## config.mk

```make
export PLATFORM = sky130hd
export DESIGN_NAME = pllrc_ctrl
export DESIGN_NICKNAME = d
export VERILOG_FILES = /design/src/rtl/pllrc_pkg.sv /design/src/rtl/pllrc_nearest.sv /design/src/rtl/pllrc_relock_timer.sv /design/src/rtl/pllrc_ctrl.sv
export SDC_FILE = /design/constraint.sdc
export NUM_CORES = 1
export LEC_CHECK = 0
export ABC_AREA = 0
export BUFFER_PORTS_ARGS = -buffer_cell sky130_fd_sc_hd__buf_2
export CORE_MARGIN = 5
export CORE_UTILIZATION = 55
export DETAILED_ROUTE_END_ITERATION = 7
export GPL_TIMING_DRIVEN = 0
export PLACE_DENSITY = 0.79
export SLEW_MARGIN = 20
export SYNTH_ARGS = -nofsm -noshare
export SYNTH_HDL_FRONTEND = slang
export SYNTH_SLANG_ARGS = --single-unit
export TNS_END_PERCENT = 5
```

## constraint.sdc

```tcl
create_clock -name clk -period 6.6 [get_ports clk]
set_input_delay 0.33 -clock clk [delete_from_list [all_inputs] [get_ports clk]]
set_output_delay 0.33 -clock clk [all_outputs]
set_load 0.1 [all_outputs]
```

## src/rtl/pllrc_pkg.sv

```systemverilog
package pllrc_pkg;

  localparam int MHZ_W     = 11;
  localparam int ROM_IDX_W = 5;

  typedef enum logic [1:0] {
    RES_OK      = 2'd0,
    RES_TIMEOUT = 2'd1,
    RES_ERROR   = 2'd2
  } pll_result_e;

  typedef struct packed {
    logic [MHZ_W-1:0] mhz;
    logic [4:0]       idiv;
    logic [6:0]       fbdiv;
    logic [1:0]       odiv;
    logic [3:0]       band;
  } pll_entry_t;

  function automatic pll_entry_t mk(input logic [MHZ_W-1:0] m, input logic [4:0] i,
                                    input logic [6:0] f, input logic [1:0] o);
    pll_entry_t e;
    e.mhz   = m;
    e.idiv  = i;
    e.fbdiv = f;
    e.odiv  = o;
    e.band  = 4'd0;
    return e;
  endfunction

  // Operating points in ascending rate; a zero rate ends the list.
  function automatic pll_entry_t entry_at(input logic [ROM_IDX_W-1:0] idx);
    case (idx)
      5'd0:    return mk(11'd100,  5'd0, 7'd11, 2'd3);
      5'd1:    return mk(11'd125,  5'd0, 7'd14, 2'd3);
      5'd2:    return mk(11'd133,  5'd0, 7'd15, 2'd3);
      5'd3:    return mk(11'd150,  5'd0, 7'd17, 2'd3);
      5'd4:    return mk(11'd200,  5'd1, 7'd47, 2'd3);
      5'd5:    return mk(11'd233,  5'd1, 7'd27, 2'd2);
      5'd6:    return mk(11'd300,  5'd1, 7'd35, 2'd2);
      5'd7:    return mk(11'd333,  5'd1, 7'd39, 2'd2);
      5'd8:    return mk(11'd400,  5'd1, 7'd47, 2'd2);
      5'd9:    return mk(11'd500,  5'd0, 7'd14, 2'd1);
      5'd10:   return mk(11'd600,  5'd0, 7'd17, 2'd1);
      5'd11:   return mk(11'd700,  5'd0, 7'd20, 2'd1);
      5'd12:   return mk(11'd800,  5'd0, 7'd23, 2'd1);
      5'd13:   return mk(11'd900,  5'd1, 7'd26, 2'd0);
      5'd14:   return mk(11'd1000, 5'd1, 7'd29, 2'd0);
      5'd15:   return mk(11'd1100, 5'd1, 7'd32, 2'd0);
      5'd16:   return mk(11'd1200, 5'd1, 7'd35, 2'd0);
      5'd17:   return mk(11'd1300, 5'd1, 7'd38, 2'd0);
      5'd18:   return mk(11'd1400, 5'd1, 7'd41, 2'd0);
      5'd19:   return mk(11'd1500, 5'd1, 7'd44, 2'd0);
      5'd20:   return mk(11'd1600, 5'd1, 7'd47, 2'd0);
      default: return mk(11'd0,    5'd0, 7'd0,  2'd0);
    endcase
  endfunction

  function automatic logic [31:0] pack_ctrl(input pll_entry_t e);
    logic [31:0] w;
    w        = '0;
    w[3:2]   = e.odiv;
    w[8:4]   = e.idiv;
    w[15:9]  = e.fbdiv;
    w[23:20] = e.band;
    return w;
  endfunction

endpackage

```

## src/rtl/pllrc_nearest.sv

```systemverilog
module pllrc_nearest
  import pllrc_pkg::*;
#(
  parameter int RATE_W = 12
) (
  input  logic                 clk,
  input  logic                 rst_n,
  input  logic                 start,
  input  logic [RATE_W-1:0]    target,
  output logic                 fin,
  output logic [ROM_IDX_W-1:0] best_idx
);

  localparam int DIFF_W = RATE_W + 1;

  logic                 running;
  logic [ROM_IDX_W-1:0] idx;
  logic [DIFF_W-1:0]    best_diff;
  logic [DIFF_W-1:0]    diff;
  logic [DIFF_W-1:0]    ext_rate;
  logic [DIFF_W-1:0]    ext_tgt;
  pll_entry_t           cur;

  assign cur      = entry_at(idx);
  assign ext_rate = {{(DIFF_W-MHZ_W){1'b0}}, cur.mhz};
  assign ext_tgt  = {1'b0, target};
  assign diff     = (ext_tgt >= ext_rate) ? (ext_tgt - ext_rate) : (ext_rate - ext_tgt);

  always_ff @(posedge clk or negedge rst_n) begin
    if (!rst_n) begin
      running   <= 1'b0;
      idx       <= '0;
      best_diff <= '1;
      best_idx  <= '0;
      fin       <= 1'b0;
    end else begin
      fin <= 1'b0;
      if (start) begin
        running   <= 1'b1;
        idx       <= '0;
        best_diff <= '1;
        best_idx  <= '0;
      end else if (running) begin
        if (cur.mhz == '0) begin
          running <= 1'b0;
          fin     <= 1'b1;
        end else begin
          if (diff < best_diff) begin   // strict: ties keep the earlier entry
            best_diff <= diff;
            best_idx  <= idx;
          end
          idx <= idx + 1'b1;
        end
      end
    end
  end

  assert_best_monotonic_R2: assert property (@(posedge clk) disable iff (!rst_n)
    (running && $past(running)) |-> (best_diff <= $past(best_diff)));

endmodule

```

## src/rtl/pllrc_relock_timer.sv

```systemverilog
module pllrc_relock_timer #(
  parameter int CYCLES = 25000
) (
  input  logic clk,
  input  logic rst_n,
  input  logic start,
  output logic expire
);

  localparam int CNT_W = $clog2(CYCLES + 1);
  localparam logic [CNT_W-1:0] LAST = CNT_W'(CYCLES - 1);

  logic             running;
  logic [CNT_W-1:0] cnt;

  assign expire = running && (cnt == LAST);

  always_ff @(posedge clk or negedge rst_n) begin
    if (!rst_n) begin
      running <= 1'b0;
      cnt     <= '0;
    end else if (start) begin
      running <= 1'b1;
      cnt     <= '0;
    end else if (running) begin
      if (expire) begin
        running <= 1'b0;
        cnt     <= '0;
      end else begin
        cnt <= cnt + 1'b1;
      end
    end
  end

  assert_wait_bound_R4: assert property (@(posedge clk) disable iff (!rst_n)
    running |-> (cnt <= LAST));

endmodule

```

## src/rtl/pllrc_ctrl.sv

```systemverilog
module pllrc_ctrl
  import pllrc_pkg::*;
#(
  parameter int CLK_HZ     = 250_000_000,
  parameter int LOCK_US    = 100,
  parameter int THRESH_MHZ = 500,
  parameter int RATE_W     = 12
) (
  input  logic              clk,
  input  logic              rst_n,
  input  logic              core_mode,
  input  logic              req_valid,
  output logic              req_ready,
  input  logic [RATE_W-1:0] req_rate,
  output logic              reg_wr_en,
  output logic              reg_wr_sel,
  output logic [31:0]       reg_wr_data,
  input  logic              pll_lock,
  input  logic              pll_err,
  output logic              done,
  output logic [1:0]        result
);

  localparam int WAIT_CYCLES = (CLK_HZ / 1_000_000) * LOCK_US;
  localparam logic [MHZ_W-1:0] THRESH_L = MHZ_W'(THRESH_MHZ);
  localparam logic SEL_CTRL = 1'b0;
  localparam logic SEL_DIV  = 1'b1;

  typedef enum logic [2:0] {
    ST_IDLE, ST_SCAN, ST_RAISE, ST_PROG, ST_WAIT, ST_FIN
  } state_e;

  state_e               state;
  logic [RATE_W-1:0]    tgt_q;
  logic                 core_q;
  logic                 lock_q;
  logic                 err_q;
  logic                 scan_start;
  logic                 scan_fin;
  logic [ROM_IDX_W-1:0] best_idx;
  logic                 timer_start;
  logic                 timer_expire;
  logic                 above;
  pll_entry_t           sel_entry;
  pll_result_e          res_c;

  assign req_ready   = (state == ST_IDLE);
  assign scan_start  = req_ready && req_valid;
  assign timer_start = (state == ST_PROG);
  assign sel_entry   = entry_at(best_idx);
  assign above       = sel_entry.mhz > THRESH_L;

  pllrc_nearest #(.RATE_W(RATE_W)) u_nearest (
    .clk      (clk),
    .rst_n    (rst_n),
    .start    (scan_start),
    .target   (tgt_q),
    .fin      (scan_fin),
    .best_idx (best_idx)
  );

  pllrc_relock_timer #(.CYCLES(WAIT_CYCLES)) u_timer (
    .clk    (clk),
    .rst_n  (rst_n),
    .start  (timer_start),
    .expire (timer_expire)
  );

  // tgt_q is captured on the accept edge; the scanner starts on the same edge
  // and reads it from the following cycle on.
  always_ff @(posedge clk or negedge rst_n) begin
    if (!rst_n) begin
      state  <= ST_IDLE;
      tgt_q  <= '0;
      core_q <= 1'b0;
      lock_q <= 1'b0;
      err_q  <= 1'b0;
    end else begin
      case (state)
        ST_IDLE: if (req_valid) begin
          tgt_q  <= req_rate;
          core_q <= core_mode;
          state  <= ST_SCAN;
        end
        ST_SCAN:  if (scan_fin) state <= ST_RAISE;
        ST_RAISE: state <= ST_PROG;
        ST_PROG:  state <= ST_WAIT;
        ST_WAIT: if (timer_expire) begin
          lock_q <= pll_lock;
          err_q  <= pll_err;
          state  <= ST_FIN;
        end
        ST_FIN:   state <= ST_IDLE;
        default:  state <= ST_IDLE;
      endcase
    end
  end

  always_comb begin
    if (!lock_q)     res_c = RES_TIMEOUT;
    else if (err_q)  res_c = RES_ERROR;
    else             res_c = RES_OK;
  end

  assign done   = (state == ST_FIN);
  assign result = done ? res_c : RES_OK;

  always_comb begin
    reg_wr_en   = 1'b0;
    reg_wr_sel  = SEL_CTRL;
    reg_wr_data = '0;
    case (state)
      ST_RAISE: if (core_q && above) begin
        reg_wr_en   = 1'b1;
        reg_wr_sel  = SEL_DIV;
        reg_wr_data = 32'd1;
      end
      ST_PROG: begin
        reg_wr_en   = 1'b1;
        reg_wr_sel  = SEL_CTRL;
        reg_wr_data = pack_ctrl(sel_entry);
      end
      ST_FIN: if (res_c == RES_OK && core_q && !above) begin
        reg_wr_en   = 1'b1;
        reg_wr_sel  = SEL_DIV;
        reg_wr_data = 32'd0;
      end
      default: ;
    endcase
  end

  assert_done_pulse_R8: assert property (@(posedge clk) disable iff (!rst_n)
    done |=> !done);

  assert_up_before_ctrl_R5: assert property (@(posedge clk) disable iff (!rst_n)
    (reg_wr_en && reg_wr_sel && reg_wr_data == 32'd1) |=> (reg_wr_en && !reg_wr_sel));

  assert_no_write_on_fail_R6: assert property (@(posedge clk) disable iff (!rst_n)
    (done && result != RES_OK) |-> !reg_wr_en);

  assert_ctrl_guard_bits_R3: assert property (@(posedge clk) disable iff (!rst_n)
    (reg_wr_en && !reg_wr_sel) |-> (reg_wr_data[1:0] == 2'b00));

  assert_idle_quiet_R9: assert property (@(posedge clk) disable iff (!rst_n)
    req_ready |-> (!reg_wr_en && !done));

  assert_noncore_no_div_R10: assert property (@(posedge clk) disable iff (!rst_n)
    (reg_wr_en && reg_wr_sel) |-> core_q);

endmodule

```

Word level (Yosys, flattened, before mapping)

Memories as Yosys holds them, arrays and structs flattened.
Index checks and enable logic that the tools add are counted.

Shift operators: 0
Order comparisons: 3
Muxes and demuxes: 37
$add $sub $neg: 4
Reduce and logical (&&, ||, !) cells: 17
Divide/modulo/power cells: 0
Equal/unequal tests: 10
Multiply operators: 0
Bitwise operators: 0

Operators with widths:

| kind                    | number |
|---|---|
| $mux W13                | 5 |
| $pmux W24 S2            | 1 |
| $mux W15                | 3 |
| $mux W5                 | 7 |
| $add A15 B1 Y15 const B | 1 |
| $eq A15 B15 Y1 const B  | 1 |
| $pmux W3 S5             | 1 |
| $lt A13 B13 Y1          | 1 |
| $sub A11 B12 Y13        | 1 |
| $sub A12 B11 Y13        | 1 |
| $ge A12 B11 Y1          | 1 |
| $mux W1                 | 12 |
| $gt A11 B9 Y1 const B   | 1 |
| $logic_not A11 Y1       | 1 |
| $mux W3                 | 3 |
| $eq A3 B2 Y1 const B    | 2 |
| $eq A3 B3 Y1 const B    | 2 |
| $mux W2                 | 3 |
| $ne A2 B2 Y1 const B    | 3 |
| $reduce_and A2 Y1       | 3 |
| $reduce_and A3 Y1       | 2 |
| $reduce_bool A2 Y1      | 3 |
| $add A5 B1 Y5 const B   | 1 |
| $logic_and A1 B1 Y1     | 5 |
| other kinds (7)         | 7 |

Word-level logic and storage cells: 85
Latch bits: 0
Memory bits (writable): 0
Input bits: 18
Memories: 2
Output and inout port bits: 38
Bits in registers: 59
Bits in read-only memories: 1280

Memories:

| name             | words | bits a word | read ports | clocked after memory_dff | write ports | line            | text |
|---|---|---|---|---|---|---|---|
| (name not given) | 32    | 20          | 1          | 0                        | 0           | pllrc_pkg.sv:33 | `case (idx)` |
| (name not given) | 32    | 20          | 1          | 0                        | 0           | pllrc_pkg.sv:33 |  |

Longest topological paths before layout

Gate-level depths: netlist of the first run.
An unclocked memory read counts as a cell.

Depth after elaboration: 8
Depth in mapped cells: 24
Depth with buffers taken out: 23

By module

A second synthesis of the first run with hierarchy kept.

Cells, all modules: 635
Area total of the unflattened synthesis: 5708.0 sq um

Modules (own cells, without submodules):

| module             | area an instance (sq um) | times used | cells an instance |
|---|---|---|---|
| pllrc_nearest      | 3078.0                   | 1          | 359 |
| pllrc_ctrl         | 1655.3                   | 1          | 178 |
| pllrc_relock_timer | 974.7                    | 1          | 98 |

Worst setup path after synthesis of the first run

OpenSTA, ideal clock, no wires.

Kind: register -> register
From: register u_nearest.idx[1]
To: register u_nearest.best_diff[11]
Stages on the path, launching flop included: 24
Path buffers: 3
Setup time: 81 ps
Period minus slack after synthesis: 4847 ps
Data required time: 6519 ps
Setup slack: 1753 ps
Arrival: 4765 ps
Cell sequence: dfrtp_1 inv_1 ha_1 mux2_2 a21oi_1 nor2_1 a21o_1 ha_1 clkbuf_1 nand4_1 nor3_1 nor2_1 nand2_2 mux2i_1 xor2_1 ha_1 a21o_1 a21o_1 a221o_1 a31oi_1 o211ai_2 buf_6 buf_6 o211ai_1

Word-level cells in the longest chain between the ends: 7
Elaborated cells between the ends (all ways): 14
Classes of those cells: 2 x add/sub; 2 x order compare; 1 x eq/ne; 5 x mux; 3 x reduce/logical; 1 x memory

RTL lines:

| item                                                     | line                | text |
|---|---|---|
| start, declared                                          | pllrc_nearest.sv:17 | `logic [ROM_IDX_W-1:0] idx;` |
| start signal, assigned                                   | pllrc_nearest.sv:52 | `idx <= idx + 1'b1;` |
| $mem_v2 Z32 W20 (*)                                      | n/a                 |  |
| branches (longest 6 deep; another with $sub A11 B12 Y13) | n/a                 |  |
| end signal, assigned                                     | pllrc_nearest.sv:49 | `best_diff <= diff;` |
| end, declared                                            | pllrc_nearest.sv:18 | `logic [DIFF_W-1:0] best_diff;` |

Every way passes the cells marked *. The select of a mux whose other input is x is not followed.
A chain may end at the register's enable or synchronous reset.

Worst setup path after layout of the first run

From: register u_nearest.idx[0]
To: register u_nearest.best_diff[11]

The elaborated chain is that of the path after synthesis.

==> run_results.csv, run 1 <==
group,metric,value,unit
status,status,"finished, final reports clean",
cells_and_area,layout-drive-gt1-share,15.6,%
worst_setup_path,critPathKind,"flop to flop",
cells_and_area,fin_area,5980,µm²
power_and_ir_drop,power.leakage,2.96,nW
synth,yosys-top-cells-area,"dfrtp_1, ha_1, dfstp_2",
clock_network,clock_path_buffers,2,
route,drtIter0Drc,298,
timing,period_share,89.6,%
die,coreArea,9640,µm²
global_routing,first_global_vias,4576,
power_and_ir_drop,power.density,131,nW/µm²
cells_and_area,filler_cell_count,892,
clock_network,cts_root_buf,"clkbuf_8",
cells_and_area,area_growth,11.4,%
route,ant_nets,0,
timing,fin_skew,0.0102,ns
route,via_count,4817,
clock_network,cts_setup_buffers,0,
placement,placed_area,5780,µm²
route,drtPass1Iterations,6,
worst_setup_path,cp-start-kind,"flop",
synth,yosysWarningCount,0,
clock_network,clock-sinks,59,
clock_network,cts_resized,0,
timing,slew_violations,0,
placement,gp_congestion,0.908,
die,die_y,109,µm
global_routing,grt_max_degree,60,
cells_and_area,seq_area,1490,µm²
placement,dp_hpwl,9.83,mm
synth,synth_cell_type_count,66,
timing,fmax,0.169,GHz
die,rows,36,
die,start_util,55.7,%
worst_setup_path,crit_arrival,6.19,ns
clock_network,cts_tree,"built",
synth,yosysTopAreaCell,"dfrtp_1",
cells_and_area,n_antenna_cell,0,
cells_and_area,stdcell_count,864,
synth,async_reset_ff_share,100,%
synth,syn_area_per_cell,8.12,µm²
route,via_per_inst,5.58,
synth,synth-seq-area-share,27.8,%
route,routed_wl,12.9,mm
synth,synth_edf_count,0,
clock_network,worstSkewPairLatency,0.36,ns
global_routing,track_usage,22.5,%
worst_setup_path,critPathMaxFanout,10,
worst_setup_path,cp_data_required_time,6.88,ns
clock_network,clk_pin_slew,0.07,ns
route,drcViolationCount,0,
synth,synth_cells,661,
route,wl_per_cell,14.9,µm
synth,ys.flop_type,"dfrtp_1",
synth,yosysMostFrequentCell,"nand2_1",
global_routing,grt_antenna_before_repair,0,
synth,syn_area,5370,µm²
cells_and_area,final_nets,809,
synth,synthTopCellsByCount,"nand2_1, ha_1, nor2_1, inv_1",
placement,dp_cells,848,
timing,period_minus_slack,5.91,ns
die,ios,56,
global_routing,grt_pass1_wl,21.3,mm
timing,fin_tns_setup,0,ns
die,dieWidth,109,µm
hold_path,hold_path.class,"primary input to async pin",
worst_setup_path,worst_setup_path_end_kind,"flop",
timing,finalSetupViolCount,0,
clock_network,hold_buffers,0,
power_and_ir_drop,ir_drop,0.000103,V
timing,tightest_slew,0.763,ns
clock_network,htree_levels,3,
timing,slew_headroom,49.1,%
synth,ys_ff_latch,59,
cells_and_area,multiInputGateArea,3420,µm²
timing,finalHoldViolations,0,
global_routing,grt_overflow_total,0,
synth,synth_top_area_share,21.4,%
clock_network,cts_made_buffers,9,
placement,port_buffers,33,
timing,grt_setup_unrepaired,"false",
die,dieArea,11800,µm²
run,drv_cap,0,
## final cells by class
type                    instances  share of cell area (%)
well taps                     133                    2.78
clock inverters                 7                    1.28
clock buffers                   9                    2.07
inverters                      60                    3.76
plain buffers                  53                    5.21
multi-input cells             510                    57.2
flip-flops and latches         59                    24.9
repair buffers                 33                    2.80
## critical path, stage by stage (launching register included)
cell	delay [ns]
dfrtp_1	0.54
inv_1	0.22
ha_1	0.42
mux2_2	0.29
a21oi_1	0.14
nor2_1	0.06
a21o_1	0.17
ha_1	0.27
clkbuf_1	0.33
nand4_1	0.17
nor3_1	0.38
nor2_1	0.16
nand2_2	0.25
mux2i_1	0.25
xnor2_1	0.18
inv_1	0.07
ha_1	0.23
a2111oi_0	0.52
o31ai_1	0.16
a31oi_1	0.31
o211ai_2	0.19
buf_6	0.19
buf_6	0.15
o211ai_1	0.18
## power by group
group          total [mW]  internal [mW]  switching [mW]
registers           0.363          0.362        0.000532
clock network       0.340          0.176           0.164
logic              0.0784         0.0132          0.0653
total               0.781          0.551           0.230
## per-stage QoR
step / worst slack (ns) / utilization [%] / total power, mW / hold slack [ns]
floorplan: 1.75 / - / 0.434 / 0.0344
global placement: 0.888 / 60.0 / 0.448 / 0.485
detailed placement: 0.769 / 60.0 / 0.448 / 0.454
CTS: 0.730 / 62.1 / 0.792 / 0.0620
global route: 0.266 / 62.1 / 0.810 / 0.110
finish: 0.686 / 62.1 / 0.781 / 0.0398
## cell usage in the layout (no fill, tap or decap), types with 12 or more instances in the layout
master    count
nand2_1      76
ha_1         63
nor2_1       60
inv_1        58
o21ai_0      46
dfrtp_1      46
buf_2        41
a21oi_1      29
buf_4        24
conb_1       22
clkbuf_1     19
mux2i_1      19
nand3_1      15
nor3_1       15
o21a_1       13
dfstp_2      13
xor2_1       12
## path summary, 6_finish.rpt
kind,cells past startpoint,slack [ns],to,from
worst max register to register,23,0.69,u_nearest.best_diff[11]$_DFFE_PN1P_,u_nearest.idx[0]$_DFFE_PN0P_
max in group asynchronous,1,6.05,u_timer.cnt[5]$_DFFE_PN0P_,rst_n
worst max-delay path,23,0.69,u_nearest.best_diff[11]$_DFFE_PN1P_,u_nearest.idx[0]$_DFFE_PN0P_
min in group clk,3,0.18,core_q$_DFFE_PN0P_,core_mode
worst min register to register,2,0.50,u_nearest.best_diff[2]$_DFFE_PN1P_,u_nearest.best_diff[2]$_DFFE_PN1P_
worst min-delay path,1,0.04,u_nearest.idx[2]$_DFFE_PN0P_,rst_n
## per-layer routing
metal | up-vias | track usage [%] | part of all wire (%) | wire length, µm
met4 | 0 | 7.03 | 1.6 | 206
met1 | 2265 | 28.9 | 45 | 5760
met3 | 24 | 4.26 | 5.7 | 728
met5 | - | 0 | 0 | 0
met2 | 158 | 38.3 | 48 | 6170
li1 | 2370 | - | - | -
## cell families after synthesis
kind of cell	after synthesis	share of synthesized area [%]
xor+xnor	18	2.94
buf+inv	113	10.0
mux	29	5.64
flops	59	27.8
compound gates	160	19.3
simple gates	216	18.8
other cells	1	0.0698
fa+ha+maj	65	15.4
## sequential cells by signal, indices dropped and copies added, names as in the netlist, 3 cells and up
| register | flops |
|---|---|
| state | 3 |
| u_nearest.best_diff | 13 |
| tgt_q | 12 |
| u_nearest.idx | 5 |
| u_nearest.best_idx | 5 |
| u_timer.cnt | 15 |
Note: power is estimated with default switching activity, not from simulation.
==> run 2, diff against run 1 <==
- BUFFER_PORTS_ARGS: -buffer_cell sky130_fd_sc_hd__buf_2 -> -buffer_cell sky130_fd_sc_hd__clkbuf_2
==> run 2 against run 1 <==
Against the previous run:
- cell count increased by 0.23%
- largest power group is now the clock network
- critical path type unchanged
- die area unchanged
- critical path depth unchanged
- clock skew increased by 0.0059 ns
- count of clock-buffer cells in the layout unchanged
- sequential cell count unchanged
- total power increased by 5.8%
- register-to-register slack about the same
- non-clock buffer count increased by 2
- routed wire length increased by 0.68%
==> run_results.csv, run 2 (synthesis gave the netlist of run 1 again) <==
group,metric,value,unit
cells_and_area,reg.largest.list,"u_timer.cnt (15), u_nearest.best_diff (13), tgt_q (12)",
timing,tightest_slew,0.538,ns
worst_setup_path,crit_arrival,6.19,ns
global_routing,grt_overflow_total,0,
timing,slew_violations,0,
cells_and_area,n_antenna_cell,0,
route,wl_per_cell,15.0,µm
timing,period_share,89.7,%
power_and_ir_drop,power.leakage,2.98,nW
timing,period_minus_slack,5.92,ns
clock_network,worstSkewPairLatency,0.36,ns
die,rows,36,
cells_and_area,largest_register_ffs,15,
route,via_per_inst,5.57,
placement,port_buffers,33,
worst_setup_path,max_stage_delay,0.53,ns
worst_setup_path,cp_common_cell,"ha_1",
die,dieWidth,109,µm
cells_and_area,top_register,"u_timer.cnt",
cells_and_area,fin_area,6040,µm²
timing,finalSetupViolCount,0,
clock_network,clk_pin_slew,0.07,ns
timing,fin_tns_setup,0,ns
global_routing,first_global_vias,4653,
run,drv_cap,0,
clock_network,cts_root_buf,"clkbuf_8",
hold_path,hold_path.class,"primary input to flop",
die,dieArea,11800,µm²
worst_setup_path,critPathKind,"flop to flop",
route,via_count,4826,
die,die_y,109,µm
timing,setup_slack,0.680,ns
global_routing,grt_antenna_before_repair,0,
placement,dp_hpwl,9.78,mm
cells_and_area,layout_common_cells,"nand2_1, ha_1, nor2_1, inv_1",
die,ios,56,
worst_setup_path,critPathBufInv,5,
status,status,"finished, final reports clean",
placement,post-place-ws,0.809,ns
clock_network,clock-sinks,59,
placement,dp_cells,849,
route,routed_wl,13.0,mm
power_and_ir_drop,power.density,137,nW/µm²
global_routing,track_usage,22.9,%
worst_setup_path,cp_data_required_time,6.87,ns
clock_network,cts_setup_buffers,0,
global_routing,grt_max_degree,53,
cells_and_area,stdcell_count,866,
timing,slew_headroom,63.2,%
worst_setup_path,crit_slowest_cell,"dfrtp_1",
placement,gp_congestion,0.911,
die,start_util,55.7,%
route,ant_nets,0,
cells_and_area,filler_cell_count,875,
clock_network,cts_resized,0,
timing,fin_skew,0.0162,ns
die,coreArea,9640,µm²
worst_setup_path,path_delay_family,"compound AO/OA/AOI/OAI gates",
cells_and_area,area_growth,12.6,%
clock_network,cts_made_buffers,9,
cells_and_area,layout_commonest_cell,"nand2_1",
cells_and_area,final_nets,811,
timing,finalHoldViolations,0,
route,drcViolationCount,0,
clock_network,htree_levels,3,
power_and_ir_drop,ir_drop,0.000122,V
clock_network,cts_tree,"built",
worst_setup_path,crit_chain,"inv_1 -> ha_1 -> mux2_2 -> a21oi_1 -> nor2_1 -> a21o_1 -> ha_1 -> clkbuf_1 -> nand4_1 -> nor3_1 -> nor2_1 -> nand2_2 -> mux2i_1 -> xnor2_1 -> inv_1 -> ha_1 -> a2111oi_0 -> o31ai_1 -> a31oi_1 -> o211ai_2 -> buf_6 -> buf_6 -> o211ai_1",
placement,placed_area,5810,µm²
clock_network,clock_path_buffers,2,
route,drtPass1Iterations,5,
route,drtIter0Drc,389,
worst_setup_path,critPathMaxFanout,10,
global_routing,grt_pass1_wl,21.8,mm
worst_setup_path,cp-start-kind,"flop",
cells_and_area,layout-drive-gt1-share,15.7,%
worst_setup_path,worst_setup_path_end_kind,"flop",
timing,fmax,0.169,GHz
timing,grt_setup_unrepaired,"false",
clock_network,hold_buffers,1,
==> run 2: path summary, 6_finish.rpt <==
check                                                   startpoint                                   to  slack, ns  cells past startpoint
min in group asynchronous                                    rst_n         u_nearest.idx[0]$_DFFE_PN0P_       0.37                      2
worst max-delay path                  u_nearest.idx[0]$_DFFE_PN0P_  u_nearest.best_diff[11]$_DFFE_PN1P_       0.68                     23
worst min-delay path                                   req_rate[8]                 tgt_q[8]$_DFFE_PN0P_       0.19                      3
worst max register to register        u_nearest.idx[0]$_DFFE_PN0P_  u_nearest.best_diff[11]$_DFFE_PN1P_       0.68                     23
worst min register to register  u_nearest.best_diff[4]$_DFFE_PN1P_   u_nearest.best_diff[4]$_DFFE_PN1P_       0.50                      2
max in group asynchronous                                    rst_n  u_nearest.best_diff[11]$_DFFE_PN1P_       5.69                      3
==> run 2: area by class of cell <==
type                    count  area (µm²)  area share [%]
plain buffers              53         312            5.15
clock buffers               9         124            2.05
clock inverters             7         100            1.66
inverters                  60         225            3.73
multi-input cells         510        3420            56.6
flip-flops and latches     59        1490            24.7
well taps                 133         166            2.75
repair buffers             35         205            3.39
==> run 2: stage by stage <==
| step | total power, mW | utilization (%) | hold WS [ns] |
|---|---|---|---|
| after CTS | 0.832 | 62.7 | 0.187 |
| after global placement | 0.448 | 60.0 | 0.485 |
| after floorplan | 0.434 | - | 0.0344 |
| final | 0.827 | 62.7 | 0.186 |
| after detailed placement | 0.450 | 60.3 | 0.197 |
| after global routing | 0.850 | 62.7 | 0.190 |
==> run 2: worst min-delay path, cell delays in order <==
cell      delay (ns)
clkbuf_2        0.08
nand2_1         0.03
o21ai_0         0.06
==> run 2: metal layers <==
metal | global-route usage (%) | vias up | part of all wire [%]
met3 | 3.79 | 24 | 6.0
met5 | 0 | - | 0
met2 | 38.8 | 159 | 48
met1 | 30.1 | 2272 | 44
met4 | 6.94 | 0 | 1.6
li1 | - | 2371 | -
==> run 2: power breakdown <==
part	internal (mW)	total (mW)	leakage, nW	switching [mW]
sequential	0.362	0.363	0.699	0.000434
combinational	0.0153	0.0811	2.16	0.0658
clock	0.215	0.383	0.114	0.168
==> run 3, diff against run 2 <==
- BUFFER_PORTS_ARGS: -buffer_cell sky130_fd_sc_hd__clkbuf_2 -> -buffer_cell sky130_fd_sc_hd__buf_2
- CORE_MARGIN: 5 -> 2
==> run 3 against run 2 <==
Against the previous run:
- the flow now finishes with violations (design-rule violations)
- worst hold slack got worse by 0.15 ns
- critical path depth unchanged
- worst setup slack improved by 0.043 ns
- global-route usage increased by 2.9 points
- sequential power about the same
- count of clock-buffer cells in the layout unchanged
- clock power decreased by 9.9%
- die area decreased by 11%
- combinational power decreased by 3.8%
- cell count decreased by 0.23%
- critical endpoint is now u_nearest.best_diff[2]$_DFFE_PN1P_
==> run_results.csv, run 3 (synthesis gave the netlist of run 1 again) <==
group,metric,value,unit
status,status,"finished with violations",
timing,fin_skew,0.00878,ns
worst_setup_path,r2r_start,"u_nearest.idx[0]$_DFFE_PN0P_",
cells_and_area,multiInputGateArea,3420,µm²
die,start_util,55.7,%
timing,fmax,0.170,GHz
timing,finalHoldViolations,0,
global_routing,track_usage,25.8,%
placement,post-place-ws,0.737,ns
clock_network,cts_setup_buffers,0,
route,via_count,4818,
cells_and_area,filler_cell_count,882,
global_routing,grt_pass1_wl,21.5,mm
cells_and_area,reg.largest.list,"u_timer.cnt (15), u_nearest.best_diff (13), tgt_q (12)",
cells_and_area,top_register,"u_timer.cnt",
timing,slew_violations,0,
clock_network,clock-sinks,59,
run,drv_cap,0,
route,drtPass1Iterations,8,
timing,slew_headroom,48.3,%
clock_network,worstSkewPairLatency,0.35,ns
cells_and_area,final_nets,809,
cells_and_area,layout-drive-gt1-share,15.6,%
die,coreArea,9640,µm²
cells_and_area,fin_area,5980,µm²
die,rows,36,
clock_network,clock_path_buffers,2,
route,via_per_inst,5.58,
global_routing,grt_antenna_before_repair,0,
cells_and_area,area_growth,11.4,%
die,dieArea,10600,µm²
worst_setup_path,critPathMaxFanout,10,
die,dieWidth,103,µm
timing,grt_setup_unrepaired,"false",
worst_setup_path,crit_start,"u_nearest.idx[0]$_DFFE_PN0P_",
timing,period_share,89.0,%
timing,period_minus_slack,5.88,ns
cells_and_area,layout_commonest_cell,"nand2_1",
worst_setup_path,crit_arrival,6.15,ns
cells_and_area,n_antenna_cell,0,
status,violations,"design-rule violations",
placement,placed_area,5780,µm²
global_routing,first_global_vias,4588,
clock_network,clk_pin_slew,0.08,ns
timing,tightest_slew,0.776,ns
cells_and_area,largest_register_ffs,15,
route,routed_wl,13.0,mm
worst_setup_path,worst_setup_path_end_kind,"flop",
clock_network,hold_buffers,0,
die,die_y,103,µm
placement,port_buffers,33,
worst_setup_path,critPathKind,"flop to flop",
route,wl_per_cell,15.0,µm
global_routing,grt_max_degree,60,
global_routing,grt_overflow_total,0,
placement,gp_congestion,0.915,
placement,dp_hpwl,9.78,mm
timing,setup_slack,0.723,ns
clock_network,cts_resized,0,
cells_and_area,layout_common_cells,"nand2_1, ha_1, nor2_1, inv_1",
route,drcViolationCount,1,
power_and_ir_drop,power.density,131,nW/µm²
die,ios,56,
timing,finalSetupViolCount,0,
power_and_ir_drop,power.leakage,2.96,nW
clock_network,cts_made_buffers,9,
route,drtIter0Drc,318,
worst_setup_path,cp_data_required_time,6.87,ns
clock_network,htree_levels,3,
power_and_ir_drop,ir_drop,0.000102,V
timing,fin_tns_setup,0,ns
hold_path,hold_path.class,"primary input to async pin",
clock_network,cts_root_buf,"clkbuf_8",
clock_network,cts_tree,"built",
worst_setup_path,cp-start-kind,"flop",
cells_and_area,seq_area,1490,µm²
route,ant_nets,0,
-- run 3: where the power goes --
group          total [mW]  leakage (nW)  switching [mW]  internal (mW)
sequential          0.363         0.699        0.000465          0.362
combinational      0.0780          2.16          0.0649         0.0132
clock               0.345        0.0958           0.169          0.176
-- run 3: area by class of cell --
type	count	share of cell area, %
multi-input cells	510	57.2
flip-flops and latches	59	24.9
plain buffers	53	5.21
inverters	60	3.76
repair buffers	33	2.80
well taps	133	2.78
clock buffers	9	2.07
clock inverters	7	1.28
-- run 3: metal layers --
metal / wire (µm) / track usage, % / vias up
met2: 6380 / 45.0 / 147
met1: 5740 / 32.7 / 2264
met5: 0 / 0 / -
li1: - / - / 2382
met3: 629 / 4.27 / 25
met4: 211 / 8.20 / 0
-- run 3: critical path, cell delays in order, from the launching register on --
cell	delay, ns
dfrtp_1	0.52
inv_1	0.20
ha_1	0.41
mux2_2	0.29
a21oi_1	0.14
nor2_1	0.05
a21o_1	0.17
ha_1	0.27
clkbuf_1	0.37
nand2_1	0.15
o21ai_0	0.31
o211ai_1	0.20
nand2_2	0.27
mux2i_1	0.26
xor2_1	0.26
ha_1	0.29
a21o_1	0.18
a21o_1	0.17
a221o_1	0.30
a31oi_1	0.27
o211ai_2	0.19
buf_6	0.19
buf_6	0.15
o211ai_1	0.18
-- run 3: path summary, 6_finish.rpt --
check	to	slack (ns)	depth (start not counted)
worst max-delay path	u_nearest.best_diff[2]$_DFFE_PN1P_	0.72	23
worst min-delay path	u_nearest.best_idx[0]$_DFFE_PN0P_	0.04	1
worst max register to register	u_nearest.best_diff[2]$_DFFE_PN1P_	0.72	23
worst min register to register	u_nearest.best_diff[9]$_DFFE_PN1P_	0.50	2
max in group asynchronous	u_timer.cnt[9]$_DFFE_PN0P_	6.04	1
min in group clk	tgt_q[9]$_DFFE_PN0P_	0.18	3
-- run 3: stage by stage --
step	instances	hold WS (ns)	utilization (%)	power [mW]
floorplan	682	0.0344	-	0.434
global placement	848	0.486	60.0	0.447
detailed placement	848	0.466	60.0	0.448
CTS	864	0.0938	62.1	0.793
global route	864	0.113	62.1	0.812
finish	864	0.0387	62.1	0.786
